[config.mk]
export PLATFORM = sky130hd
export DESIGN_NAME = ecc_inject_top
export DESIGN_NICKNAME = d
export VERILOG_FILES = /design/src/rtl/ecc_inject_pkg.sv /design/src/rtl/ecc_inject_regs.sv /design/src/rtl/ecc_inject_match.sv /design/src/rtl/ecc_inject_corrupt.sv /design/src/rtl/ecc_inject_top.sv
export SDC_FILE = /design/constraint.sdc
export NUM_CORES = 1
export LEC_CHECK = 0
export ABC_AREA = 1
export BUFFER_PORTS_ARGS = -buffer_cell sky130_fd_sc_hd__buf_2
export CAP_MARGIN = 20
export CORE_MARGIN = 1
export CORE_UTILIZATION = 50
export CTS_BUF_LIST = sky130_fd_sc_hd__clkbuf_2 sky130_fd_sc_hd__clkbuf_4 sky130_fd_sc_hd__clkbuf_8
export DETAILED_ROUTE_END_ITERATION = 10
export PLACE_DENSITY = 0.73
export SETUP_SLACK_MARGIN = 0.05
export SYNTH_ARGS = -nofsm -noshare
export SYNTH_HDL_FRONTEND = slang
export SYNTH_HIERARCHICAL = 1
export SYNTH_SLANG_ARGS = --single-unit
[constraint.sdc]
create_clock -name clk -period 4 [get_ports clk]
set_clock_uncertainty 0.05 [all_clocks]
set_input_delay 0.8 -clock clk [delete_from_list [all_inputs] [get_ports clk]]
set_output_delay 0.8 -clock clk [all_outputs]
set_load 0.02 [all_outputs]
[src/rtl/ecc_inject_pkg.sv]
package ecc_inject_pkg;

    localparam int NUM_FIELDS = 6;
    localparam int FIELD_MAXW = 16;

    typedef struct packed {
        logic par;
        logic ecc;
        logic rpt;
    } inj_type_t;

endpackage

[src/rtl/ecc_inject_regs.sv]
module ecc_inject_regs
    import ecc_inject_pkg::*;
#(
    parameter int ADDR_W = 4,
    parameter int DATA_W = 32,
    parameter int CHK_W  = 8,
    parameter int NSECT  = 2
) (
    input  logic                                   clk,
    input  logic                                   rst_n,
    input  logic                                   reg_we,
    input  logic [ADDR_W-1:0]                      reg_addr,
    input  logic [DATA_W-1:0]                      reg_wdata,
    output logic [DATA_W-1:0]                      reg_rdata,
    input  logic [NUM_FIELDS-1:0][FIELD_MAXW-1:0]  fw_mask,
    input  logic                                   fire,
    output logic                                   arm,
    output inj_type_t                              typ,
    output logic [NSECT-1:0]                       sect,
    output logic [CHK_W-1:0]                       mask,
    output logic [NUM_FIELDS-1:0]                  wild,
    output logic [NUM_FIELDS-1:0][FIELD_MAXW-1:0]  val
);

    localparam int FIDX_W = $clog2(NUM_FIELDS + 1);
    localparam logic [FIDX_W-1:0] NF_L = FIDX_W'(NUM_FIELDS);
    localparam logic [ADDR_W-1:0] A_ARM  = ADDR_W'(0);
    localparam logic [ADDR_W-1:0] A_TYPE = ADDR_W'(1);
    localparam logic [ADDR_W-1:0] A_SECT = ADDR_W'(2);
    localparam logic [ADDR_W-1:0] A_MASK = ADDR_W'(3);

    typedef struct packed {
        logic                                  arm;
        inj_type_t                             typ;
        logic [NSECT-1:0]                      sect;
        logic [CHK_W-1:0]                      mask;
        logic [NUM_FIELDS-1:0]                 wild;
        logic [NUM_FIELDS-1:0][FIELD_MAXW-1:0] val;
    } state_t;

    state_t st_d, st_q;

    logic              is_fld;
    logic [FIDX_W-1:0] fidx;

    always_comb begin
        fidx   = reg_addr[FIDX_W-1:0];
        is_fld = reg_addr[ADDR_W-1] && (fidx < NF_L)
                 && (reg_addr[ADDR_W-2:0] == (ADDR_W-1)'(fidx));
    end

    always_comb begin
        st_d = st_q;
        if (fire && !st_q.typ.rpt) begin
            st_d.arm = 1'b0;
        end
        if (reg_we) begin
            if (reg_addr == A_ARM) begin
                st_d.arm = |reg_wdata;
            end else if (reg_addr == A_TYPE) begin
                st_d.typ = reg_wdata[2:0];
            end else if (reg_addr == A_SECT) begin
                st_d.sect = reg_wdata[NSECT-1:0];
            end else if (reg_addr == A_MASK) begin
                st_d.mask = reg_wdata[CHK_W-1:0];
            end else if (is_fld) begin
                st_d.val[fidx]  = reg_wdata[FIELD_MAXW-1:0] & fw_mask[fidx];
                st_d.wild[fidx] = reg_wdata[DATA_W-1];
            end
        end
    end

    always_ff @(posedge clk) begin
        if (!rst_n) begin
            st_q      <= '0;
            st_q.wild <= '1;
        end else begin
            st_q <= st_d;
        end
    end

    always_comb begin
        reg_rdata = '0;
        if (reg_addr == A_ARM) begin
            reg_rdata[0] = st_q.arm;
        end else if (reg_addr == A_TYPE) begin
            reg_rdata[2:0] = st_q.typ;
        end else if (reg_addr == A_SECT) begin
            reg_rdata[NSECT-1:0] = st_q.sect;
        end else if (reg_addr == A_MASK) begin
            reg_rdata[CHK_W-1:0] = st_q.mask;
        end else if (is_fld) begin
            reg_rdata[FIELD_MAXW-1:0] = st_q.val[fidx];
            reg_rdata[DATA_W-1]       = st_q.wild[fidx];
        end
    end

    assign arm  = st_q.arm;
    assign typ  = st_q.typ;
    assign sect = st_q.sect;
    assign mask = st_q.mask;
    assign wild = st_q.wild;
    assign val  = st_q.val;


    oneshot_disarm_chk: assert property (@(posedge clk) disable iff (!rst_n)
        (fire && !st_q.typ.rpt && !reg_we) |=> !st_q.arm);


    repeat_hold_chk: assert property (@(posedge clk) disable iff (!rst_n)
        (fire && st_q.typ.rpt && !reg_we) |=> st_q.arm);


    arm_set_chk: assert property (@(posedge clk) disable iff (!rst_n)
        (reg_we && reg_addr == A_ARM && (|reg_wdata)) |=> st_q.arm);

endmodule

[src/rtl/ecc_inject_match.sv]
module ecc_inject_match
    import ecc_inject_pkg::*;
(
    input  logic                                   wr_valid,
    input  logic                                   arm,
    input  logic [NUM_FIELDS-1:0][FIELD_MAXW-1:0]  fld,
    input  logic [NUM_FIELDS-1:0]                  wild,
    input  logic [NUM_FIELDS-1:0][FIELD_MAXW-1:0]  val,
    output logic                                   fire
);

    logic [NUM_FIELDS-1:0] hit;

    for (genvar i = 0; i < NUM_FIELDS; i++) begin : g_fld
        assign hit[i] = wild[i] || (fld[i] == val[i]);
    end

    assign fire = wr_valid && arm && (&hit);

endmodule

[src/rtl/ecc_inject_corrupt.sv]
module ecc_inject_corrupt
    import ecc_inject_pkg::*;
#(
    parameter int CHK_W = 8,
    parameter int NSECT = 2
) (
    input  logic                     clk,
    input  logic                     rst_n,
    input  logic                     fire,
    input  inj_type_t                typ,
    input  logic [NSECT-1:0]         sect,
    input  logic [CHK_W-1:0]         mask,
    input  logic [NSECT*CHK_W-1:0]   chk_in,
    input  logic [NSECT-1:0]         par_in,
    output logic [NSECT*CHK_W-1:0]   chk_out,
    output logic [NSECT-1:0]         par_out
);

    for (genvar s = 0; s < NSECT; s++) begin : g_sect
        logic hit_ecc, hit_par;
        assign hit_ecc = fire && typ.ecc && sect[s];
        assign hit_par = fire && typ.par && sect[s];
        assign chk_out[s*CHK_W +: CHK_W] = chk_in[s*CHK_W +: CHK_W]
                                           ^ (hit_ecc ? mask : '0);
        assign par_out[s] = par_in[s] ^ hit_par;
    end


    idle_pass_chk: assert property (@(posedge clk) disable iff (!rst_n)
        !fire |-> (chk_out == chk_in && par_out == par_in));


    low_untouched_chk: assert property (@(posedge clk) disable iff (!rst_n)
        !sect[0] |-> (chk_out[CHK_W-1:0] == chk_in[CHK_W-1:0] && par_out[0] == par_in[0]));


    par_clean_chk: assert property (@(posedge clk) disable iff (!rst_n)
        !typ.par |-> (par_out == par_in));


    ecc_clean_chk: assert property (@(posedge clk) disable iff (!rst_n)
        !typ.ecc |-> (chk_out == chk_in));

endmodule

[src/rtl/ecc_inject_top.sv]
module ecc_inject_top
    import ecc_inject_pkg::*;
#(
    parameter int ADDR_W = 4,
    parameter int DATA_W = 32,
    parameter int CHK_W  = 8,
    parameter int NSECT  = 2,
    parameter int DIMM_W = 2,
    parameter int RANK_W = 2,
    parameter int CHAN_W = 1,
    parameter int BANK_W = 3,
    parameter int PAGE_W = 16,
    parameter int COL_W  = 10
) (
    input  logic                    clk,
    input  logic                    rst_n,
    input  logic                    reg_we,
    input  logic [ADDR_W-1:0]       reg_addr,
    input  logic [DATA_W-1:0]       reg_wdata,
    output logic [DATA_W-1:0]       reg_rdata,
    input  logic                    wr_valid,
    input  logic [DIMM_W-1:0]       wr_dimm,
    input  logic [RANK_W-1:0]       wr_rank,
    input  logic [CHAN_W-1:0]       wr_chan,
    input  logic [BANK_W-1:0]       wr_bank,
    input  logic [PAGE_W-1:0]       wr_page,
    input  logic [COL_W-1:0]        wr_col,
    input  logic [NSECT*CHK_W-1:0]  chk_in,
    input  logic [NSECT-1:0]        par_in,
    output logic [NSECT*CHK_W-1:0]  chk_out,
    output logic [NSECT-1:0]        par_out,
    output logic                    inj_fire
);

    logic [NUM_FIELDS-1:0][FIELD_MAXW-1:0] fld, fw_mask, val;
    logic [NUM_FIELDS-1:0]                 wild;
    logic                                  arm, fire;
    inj_type_t                             typ;
    logic [NSECT-1:0]                      sect;
    logic [CHK_W-1:0]                      mask;

    assign fld[0] = FIELD_MAXW'(wr_dimm);
    assign fld[1] = FIELD_MAXW'(wr_rank);
    assign fld[2] = FIELD_MAXW'(wr_chan);
    assign fld[3] = FIELD_MAXW'(wr_bank);
    assign fld[4] = FIELD_MAXW'(wr_page);
    assign fld[5] = FIELD_MAXW'(wr_col);

    for (genvar i = 0; i < NUM_FIELDS; i++) begin : g_fw
        localparam int FW = (i == 0) ? DIMM_W : (i == 1) ? RANK_W :
                            (i == 2) ? CHAN_W : (i == 3) ? BANK_W :
                            (i == 4) ? PAGE_W : COL_W;
        assign fw_mask[i] = FIELD_MAXW'((1 << FW) - 1);
    end

    ecc_inject_regs #(
        .ADDR_W(ADDR_W), .DATA_W(DATA_W), .CHK_W(CHK_W), .NSECT(NSECT)
    ) i_regs (
        .clk(clk), .rst_n(rst_n), .reg_we(reg_we), .reg_addr(reg_addr),
        .reg_wdata(reg_wdata), .reg_rdata(reg_rdata), .fw_mask(fw_mask),
        .fire(fire), .arm(arm), .typ(typ), .sect(sect), .mask(mask),
        .wild(wild), .val(val)
    );

    ecc_inject_match i_match (
        .wr_valid(wr_valid), .arm(arm), .fld(fld), .wild(wild), .val(val),
        .fire(fire)
    );

    ecc_inject_corrupt #(
        .CHK_W(CHK_W), .NSECT(NSECT)
    ) i_corrupt (
        .clk(clk), .rst_n(rst_n), .fire(fire), .typ(typ), .sect(sect),
        .mask(mask), .chk_in(chk_in), .par_in(par_in), .chk_out(chk_out),
        .par_out(par_out)
    );

    assign inj_fire = fire;

endmodule

# Word-level counts from Yosys, hierarchy flattened
# Memory sizes are Yosys's and may differ from the RTL's.
# Index checks and enable logic that the tools add are counted.
[totals] register_bits=116 latchBits=0 ram_bits=0 rom_bits=128 inputBits=92 output_inout_bits=51 elab_cells=102 mem_count=1
[mem_list] memory="(no name shown)" words=8 word_bits=16 rd=1 rd_ports_with_merged_regs=0 write_ports=0 line_no="ecc_inject_regs.sv:67" rtl="st_d.val[fidx] = reg_wdata[FIELD_MAXW-1:0] & fw_mask[fidx];"
[classes] n_addsub=0 n_mul=0 n_div=0 magnitude_cmp=3 n_eq_ne=9 n_shift=0 mux=42 bitwise=9 n_reduce_logical=25
[op_table] operator="$mux W102" n=2
[op_table] operator="$mux W16" n=8
[op_table] operator="$mux W116" n=1
[op_table] operator="$mux W115" n=1
[op_table] operator="$mux W112" n=1
[op_table] operator="$mux W110" n=1
[op_table] operator="$bwmux W96" n=1
[op_table] operator="$bmux W16 S3" n=1
[op_table] operator="$demux W16 S3" n=1
[op_table] operator="$mux W8" n=5
[op_table] operator="$eq A2 B16 Y1" n=2
[op_table] operator="$reduce_or A32 Y1" n=1
[op_table] operator="$and A16 B16 Y16" n=1
[op_table] operator="$eq A1 B16 Y1" n=1
[op_table] operator="$eq A10 B16 Y1" n=1
[op_table] operator="$eq A16 B16 Y1" n=1
[op_table] operator="$eq A3 B16 Y1" n=1
[op_table] operator="$xor A8 B8 Y8" n=2
[op_table] operator="$mux W15" n=1
[op_table] operator="$mux W14" n=1
[op_table] operator="$mux W13" n=1
[op_table] operator="$reduce_and A6 Y1" n=2
[op_table] operator="$logic_and A1 B1 Y1" n=11
[op_table] operator="$mux W1" n=10
[op_table] operator="18 further kinds" n=30

# Logic depth before layout (Yosys ltp)
# Gate-level depths: netlist of run 1.
[depth] ltp_word=11 depth_mapped=17

# Cells and area by module
# The synthesis of run 1 kept the hierarchy.
[modules_own_cells] mod="ecc_inject_regs" n_inst=1 cells_each=874 area_per_inst_um2=6050.8 seq_area_each_um2=2322.2
[modules_own_cells] mod="ecc_inject_match" n_inst=1 cells_each=371 area_per_inst_um2=1644.1 seq_area_each_um2=0.0
[modules_own_cells] mod="ecc_inject_corrupt" n_inst=1 cells_each=95 area_per_inst_um2=511.7 seq_area_each_um2=0.0
[modules_own_cells] mod="ecc_inject_top" n_inst=1 cells_each=2 area_per_inst_um2=7.5 seq_area_each_um2=0.0

# Worst setup path before layout of run 1
# Ideal clock, no wire load.
[synth_timing] kind="input -> output" from="in wr_page[4]" to="out par_out[0]" t_arrival_ns=2.280 slack_ns=0.870 cell_stages=11 n_path_buf=1 cell_sequence="xor2_1 > nor2_1 > nand2_1 > nor2_1 > nand2_1 > nand2_1 > nand3_1 > nor2_2 > buf_6 > nand3_1 > xnor2_1"
[synth_between] elab_chain_cells=7
[synth_rtl] item="start, declared" line_no="ecc_inject_top.sv:26" rtl="input logic [PAGE_W-1:0] wr_page,"
[synth_rtl] item="$eq A16 B16 Y1" line_no="ecc_inject_match.sv:15" rtl="assign hit[i] = wild[i] || (fld[i] == val[i]);"
[synth_rtl] item="$logic_or A1 B1 Y1" line_no="ecc_inject_match.sv:15"
[synth_rtl] item="$reduce_and A6 Y1" line_no="ecc_inject_match.sv:18" rtl="assign fire = wr_valid && arm && (&hit);"
[synth_rtl] item="$logic_and A1 B1 Y1" line_no="ecc_inject_match.sv:18"
[synth_rtl] item="via inj_fire" line_no="ecc_inject_top.sv:32" rtl="output logic inj_fire"
[synth_rtl] item="$logic_and A1 B1 Y1 (2 in series)" line_no="ecc_inject_corrupt.sv:22" rtl="assign hit_par = fire && typ.par && sect[s];"
[synth_rtl] item="$xor A1 B1 Y1" line_no="ecc_inject_corrupt.sv:25" rtl="assign par_out[s] = par_in[s] ^ hit_par;"
[synth_rtl] item="end, declared" line_no="ecc_inject_top.sv:31" rtl="output logic [NSECT-1:0] par_out,"
# The timed path passes the listed nets, and every way through them passes these cells.

# Worst setup path after layout of run 1
[layout_timing] from="in wr_dimm[0]" to="out chk_out[8]"
[layout_between] elab_chain_cells=8
[layout_rtl] item="start, declared" line_no="ecc_inject_top.sv:22" rtl="input logic [DIMM_W-1:0] wr_dimm,"
[layout_rtl] item="$eq A2 B16 Y1" line_no="ecc_inject_match.sv:15"
[layout_rtl] item="$logic_or A1 B1 Y1" line_no="ecc_inject_match.sv:15"
[layout_rtl] item="$reduce_and A6 Y1" line_no="ecc_inject_match.sv:18"
[layout_rtl] item="$logic_and A1 B1 Y1" line_no="ecc_inject_match.sv:18"
[layout_rtl] item="$logic_and A1 B1 Y1 (2 in series)" line_no="ecc_inject_corrupt.sv:21" rtl="assign hit_ecc = fire && typ.ecc && sect[s];"
[layout_rtl] item="$mux W8" line_no="ecc_inject_corrupt.sv:24" rtl="^ (hit_ecc ? mask : '0);"
[layout_rtl] item="$xor A8 B8 Y8" line_no="ecc_inject_corrupt.sv:24"
[layout_rtl] item="end, declared" line_no="ecc_inject_top.sv:30" rtl="output logic [NSECT*CHK_W-1:0] chk_out,"
# No other way between the ends.

==> results.ini, run 1 <==
[outcome]
status = finished clean

[synthesis]
syn_area_per_cell_um2 = 6.121
yosysTopAreaCell = dfxtp_1
yosysTopAreaCellShare = 0.2827
async_reset_ff_frac = 0
yosysUniqueCellTypes = 40
synth_seq_area_share = 0.2827
synth_edf_count = 0
yosys-top-cells-area = dfxtp_1, nand2_1, a21oi_1
synth_common_cells = nand2_1, inv_1, nor2_1
yosysMostFrequentCell = nand2_1
synthFlopType = dfxtp_1
syn-cell-area_um2 = 8214
ys_ff_latch = 116
syn_inst = 1342
ys.warnings.count = 6

[critical_path]
cp-end-kind = primary output
cp.arrival_ns = 2.73
cp.required_ns = 3.15
start_kind = input port
rr_worst_depth = 14
worstSetupPathType = input port to primary output
worstPathMaxFanout = 21

[placed_design]
dp.cells = 1839
dpl.hpwl_um = 19130
gp_congestion = 0.9229
io_buffers = 127

[floorplanning]
start_util = 0.5152
die_w_um = 130.2
die_h_um = 130.2
fp-row-count = 46
dieArea_um2 = 16940
core_area_um2 = 15940
io_pins = 143

[timing]
setup_violations = 0
slew_headroom = 0.5082
hold_viol = 0
report.final.slew_viol_count = 0
fin_crit_ns = 3.581
fmax_mhz = 279.3
setup_tns_ns = 0
worst_pin_slew_ns = 0.7359
final.period_utilization = 0.8952
rsz0062_at_grt = false

[clocking]
tritoncts = done
cts_max_level = 4
numCtsBuffers = 17
clkSinkCount = 116
postCtsHoldBufs = 0
cts_buffer_depth = 2
worstSkewPairLatency_ns = 0.45
clkTransAtPathRegs_ns = 0.07
cts_resized = 0
root_buffer = clkbuf_8
cts_setup_buffers = 0

[power_and_ir_drop]
p_per_area_nw_per_um2 = 275.0
ir_drop_mv = 0.2071
p_leak_nw = 5.256

[min_path]
min_path_type = register to register
holdPathStages = 2

[global_route]
grt_overflow = 0
grt_first_pass_wirelength_um = 40090
grt_max_degree = 74
antenna_found_initial = 0
gr-usage-all-layers = 0.3156
grt_pass1_vias = 7677

[route]
vias_per_cell = 4.776
ant_nets = 0
wl_um = 25600
first_pass_iters = 6
wl_per_cell_um = 13.69
drc_errors = 0
vias = 8931
drt_iter0_markers = 618

[final_layout]
final.fill_count = 1564
layoutNonFillerInstCount = 1870
final_layout_size_suffix_gt1_frac = 0.1378
final_nets = 1734
areaGrowthSynthToFinish_pct = 21.43
n_antenna_cell = 0

[flow_run]
drv_cap = 0

==> stage by stage <==
| stage | util | area [um^2] | power [mW] | hold WS [ns] | setup slack (ns) |
|---|---|---|---|---|---|
| floorplan | - | 9002 | 1.534 | 0.3893 | 0.8699 |
| global placement | 0.6016 | 9590 | 1.676 | 0.4171 | 0.4772 |
| detailed placement | 0.6016 | 9590 | 1.679 | 0.4182 | 0.4666 |
| CTS | 0.6256 | 9975 | 2.744 | 0.4296 | 0.4600 |
| global route | 0.6256 | 9975 | 2.868 | 0.4691 | 0.2360 |
| finish | 0.6256 | 9975 | 2.743 | 0.4281 | 0.4191 |
==> path summary, 6_finish.rpt <==
kind,startpoint,to,slack [ns]
min reg2reg,i_regs/typ[0],i_regs/typ[0],0.43
max reg2reg,register,i_regs/arm,1.82
min,i_regs/typ[0],i_regs/typ[0],0.43
max,wr_dimm[0],chk_out[8],0.42
==> cells by family after synthesis <==
kind of cell	count (synthesis)	share of synthesized area
AND/OR/NAND/NOR	641	0.3366
other	3	0.001371
AO/OA/AOI/OAI	290	0.1884
buffers and inverters	238	0.1327
XOR/XNOR	50	0.05331
multiplexers	4	0.004875
flip-flops	116	0.2827
==> area by class of cell <==
cell class | count | area [um^2] | area share
tap | 216 | 270.3 | 0.02709
sequential | 116 | 2322 | 0.2328
inverter | 163 | 616.8 | 0.06184
timing repair buffer | 146 | 790.8 | 0.07928
clock buffer | 21 | 276.5 | 0.02772
clock inverter | 10 | 107.6 | 0.01079
multi-input combinational | 1198 | 5590 | 0.5605
==> placed cells by master, fill, tap and decap left out, types with 2 or more instances in the layout <==
master	instances
a21oi_1	131
a22oi_1	10
buf_2	127
buf_4	18
bufinv_16	2
clkbuf_4	2
clkbuf_8	19
clkinv_1	2
clkinv_2	5
clkinvlp_4	3
conb_1	213
dfxtp_1	116
inv_1	152
inv_2	8
mux2i_1	4
nand2_1	370
nand2_2	6
nand3_1	52
nand4_1	30
nor2_1	147
nor2_4	8
nor2_8	2
o211ai_1	21
o21ai_0	117
o21ai_1	7
or2_2	17
xnor2_1	6
xor2_1	44
==> worst max-delay path, stage by stage <==
cell and delay [ns]:
buf_2 0.10, nand2_1 0.06, inv_1 0.06, nor2_1 0.03, nor2_1 0.11, nand2_1 0.07, nor2_1 0.17, nand2_1 0.09
nand2_1 0.06, nand3_1 0.17, nor2_2 0.14, buf_4 0.26, nand2_8 0.10, nor2_8 0.17, nand3_1 0.09, nand2_1 0.07
buf_2 0.15
==> power breakdown <==
part	switching [mW]	total, mW	leakage, nW	internal [mW]
clock	0.488	1.08	0.194	0.590
sequential	0.0250	1.20	0.938	1.18
combinational	0.311	0.464	4.12	0.153
total	0.824	2.74	5.26	1.92
==> layer usage <==
| layer | GRT usage | vias to the layer above | part of all wire |
|---|---|---|---|
| li1 | - | 4650 | - |
| met1 | 0.4109 | 3820 | 0.44 |
| met3 | 0.06765 | 56 | 0.085 |
| met5 | 0 | - | 0 |
| met2 | 0.5025 | 405 | 0.43 |
| met4 | 0.1368 | 0 | 0.037 |
No activity file was read; power rests on OpenSTA's default activity.
==> run 2, diff against run 1 <==
- RECOVER_POWER: not set -> 50
==> results.ini, run 2 (synthesis gave the netlist of run 1 again) <==
[critical_path]
crit_slowest_cell = clkbuf_1
start_kind = input port
crit_chain = clkbuf_1 > buf_4 > nor2_1 > clkbuf_1 > nand2_1 > nand2_1 > nand2_1 > nand3_1 > nand2_1 > nand3_1 > nand2_1 > inv_1 > buf_2
cp.required_ns = 3.15  ; about the same
reg2reg_slack_ns = 1.81  ; about the same
worstSetupPathType = input port to primary output
worstPathMaxFanout = 14  ; -33%
critPathMostFrequentCell = nand2_1
cp-end-kind = primary output
cp.arrival_ns = 2.81  ; +0.08 ns
slowest_delay_ns = 0.45  ; +0.19 ns
rr_worst_depth = 14  ; unchanged

[placed_design]
gp_congestion = 0.9229  ; unchanged
io_buffers = 127  ; unchanged
placed_area_um2 = 9590  ; unchanged
dpl.hpwl_um = 19130  ; unchanged

[timing]
rsz0062_at_grt = false
whs_ns = 0.4287  ; +0.0006060 ns
worst_pin_slew_ns = 2.057  ; +1.321 ns
slew_headroom = -0.3765  ; -0.8848
setup_violations = 0  ; unchanged
report.final.slew_viol_count = 104  ; +104
setup_tns_ns = 0  ; unchanged
hold_viol = 0  ; unchanged
fmax_mhz = 273.6  ; -2.0%
final.period_utilization = 0.9138  ; +0.01858
fin_crit_ns = 3.655  ; +0.07430 ns

[clocking]
postCtsHoldBufs = 0  ; unchanged
cts_setup_buffers = 0  ; unchanged
clkSinkCount = 116  ; unchanged
cts_max_level = 4  ; unchanged
cts_resized = 0  ; unchanged
worstSkewPairLatency_ns = 0.45  ; about the same
tritoncts = done
root_buffer = clkbuf_8
clkTransAtPathRegs_ns = 0.07  ; about the same
numCtsBuffers = 17  ; unchanged
cts_buffer_depth = 2  ; unchanged

[final_layout]
fin_area_um2 = 9916  ; -0.59%
multi_input_area_um2 = 5540  ; -0.90%
final_nets = 1734  ; unchanged
final_common_cell = nand2_1
areaGrowthSynthToFinish_pct = 20.72
final_cell_mix = nand2_1, conb_1, inv_1, nor2_1, a21oi_1
final_layout_size_suffix_gt1_frac = 0.1318  ; -0.006046
seqCellArea_um2 = 2322  ; unchanged
final.fill_count = 1573  ; +0.58%
n_antenna_cell = 0  ; unchanged

[route]
drc_errors = 0  ; unchanged
wl_per_cell_um = 13.75  ; +0.49%
ant_nets = 0  ; unchanged
drt_iter0_markers = 632  ; +2.3%
vias = 8881  ; -0.56%
first_pass_iters = 6  ; unchanged
wl_um = 25720  ; +0.49%
vias_per_cell = 4.749  ; -0.56%

[floorplanning]
io_pins = 143  ; unchanged
start_util = 0.5152  ; unchanged
dieArea_um2 = 16940  ; unchanged
die_w_um = 130.2  ; unchanged
die_h_um = 130.2  ; unchanged
core_area_um2 = 15940  ; unchanged
fp-row-count = 46  ; unchanged

[min_path]
min_path_type = register to register
holdPathStages = 2  ; unchanged

[global_route]
gr-usage-all-layers = 0.3156  ; unchanged
antenna_found_initial = 0  ; unchanged
grt_first_pass_wirelength_um = 40090  ; unchanged
grt_overflow = 0  ; unchanged
grt_pass1_vias = 7677  ; unchanged
grt_max_degree = 74  ; unchanged

[power_and_ir_drop]
p_leak_nw = 5.243  ; -0.26%
p_per_area_nw_per_um2 = 276.0  ; +0.35%
ir_drop_mv = 0.2056  ; -0.76%

[flow_run]
drv_cap = 3  ; +3

[outcome]
violations = capacitance limit, slew limit
status = finished, violations left

==> run 2: changes by cell type in the layout (fill, tap and decap cells not counted), moves of 2 or more <==
cell	delta
buf_4	-2
clkbuf_1	+3
nor2_1	+4
nor2_2	+2
nor2_4	-6
o21ai_0	+2
o21ai_1	-2
==> run 2: worst paths after layout <==
| kind | start | endpoint |
|---|---|---|
| max | reg_addr[0] | reg_rdata[1] |
| min reg2reg | i_regs/typ[0] | i_regs/typ[0] |
| min | i_regs/typ[0] | i_regs/typ[0] |
| max reg2reg | register | i_regs/arm |
==> run 2: metal layers <==
layer  vias up  global-route usage  share of wire
met5         -                   0              0
li1       4648                   -              -
met3        68             0.06765          0.086
met1      3780              0.4109           0.44
met2       385              0.5025           0.43
met4         0              0.1368          0.039
==> run 2: through the flow <==
step                      setup slack, ns  power, mW    util  instances
after floorplan                    0.8699      1.534       -       1552
after detailed placement           0.4666      1.679  0.6016       1839
after global routing               0.1188      2.863  0.6220       1870
after global placement             0.4772      1.676  0.6016       1839
after CTS                          0.4600      2.744  0.6256       1870
final                              0.3448      2.736  0.6220       1870
==> run 2: cell type report <==
class                      instances  share of cell area
clock buffer                      21             0.02789
multi-input combinational       1198              0.5587
inverter                         163             0.06221
clock inverter                    10             0.01085
tap                              216             0.02726
timing repair buffer             146             0.07886
sequential                       116              0.2342
==> run 2: power breakdown <==
group / internal (mW) / total [mW] / switching, mW
clock network: 0.590 / 1.08 / 0.485
logic: 0.151 / 0.460 / 0.309
registers: 1.18 / 1.20 / 0.0251
total: 1.92 / 2.74 / 0.819
==> run 2: critical path: cells and delay by family <==
family                 cells  cell delay [ns]
buffers and inverters      5             1.26
and+or+nand+nor            8             0.72
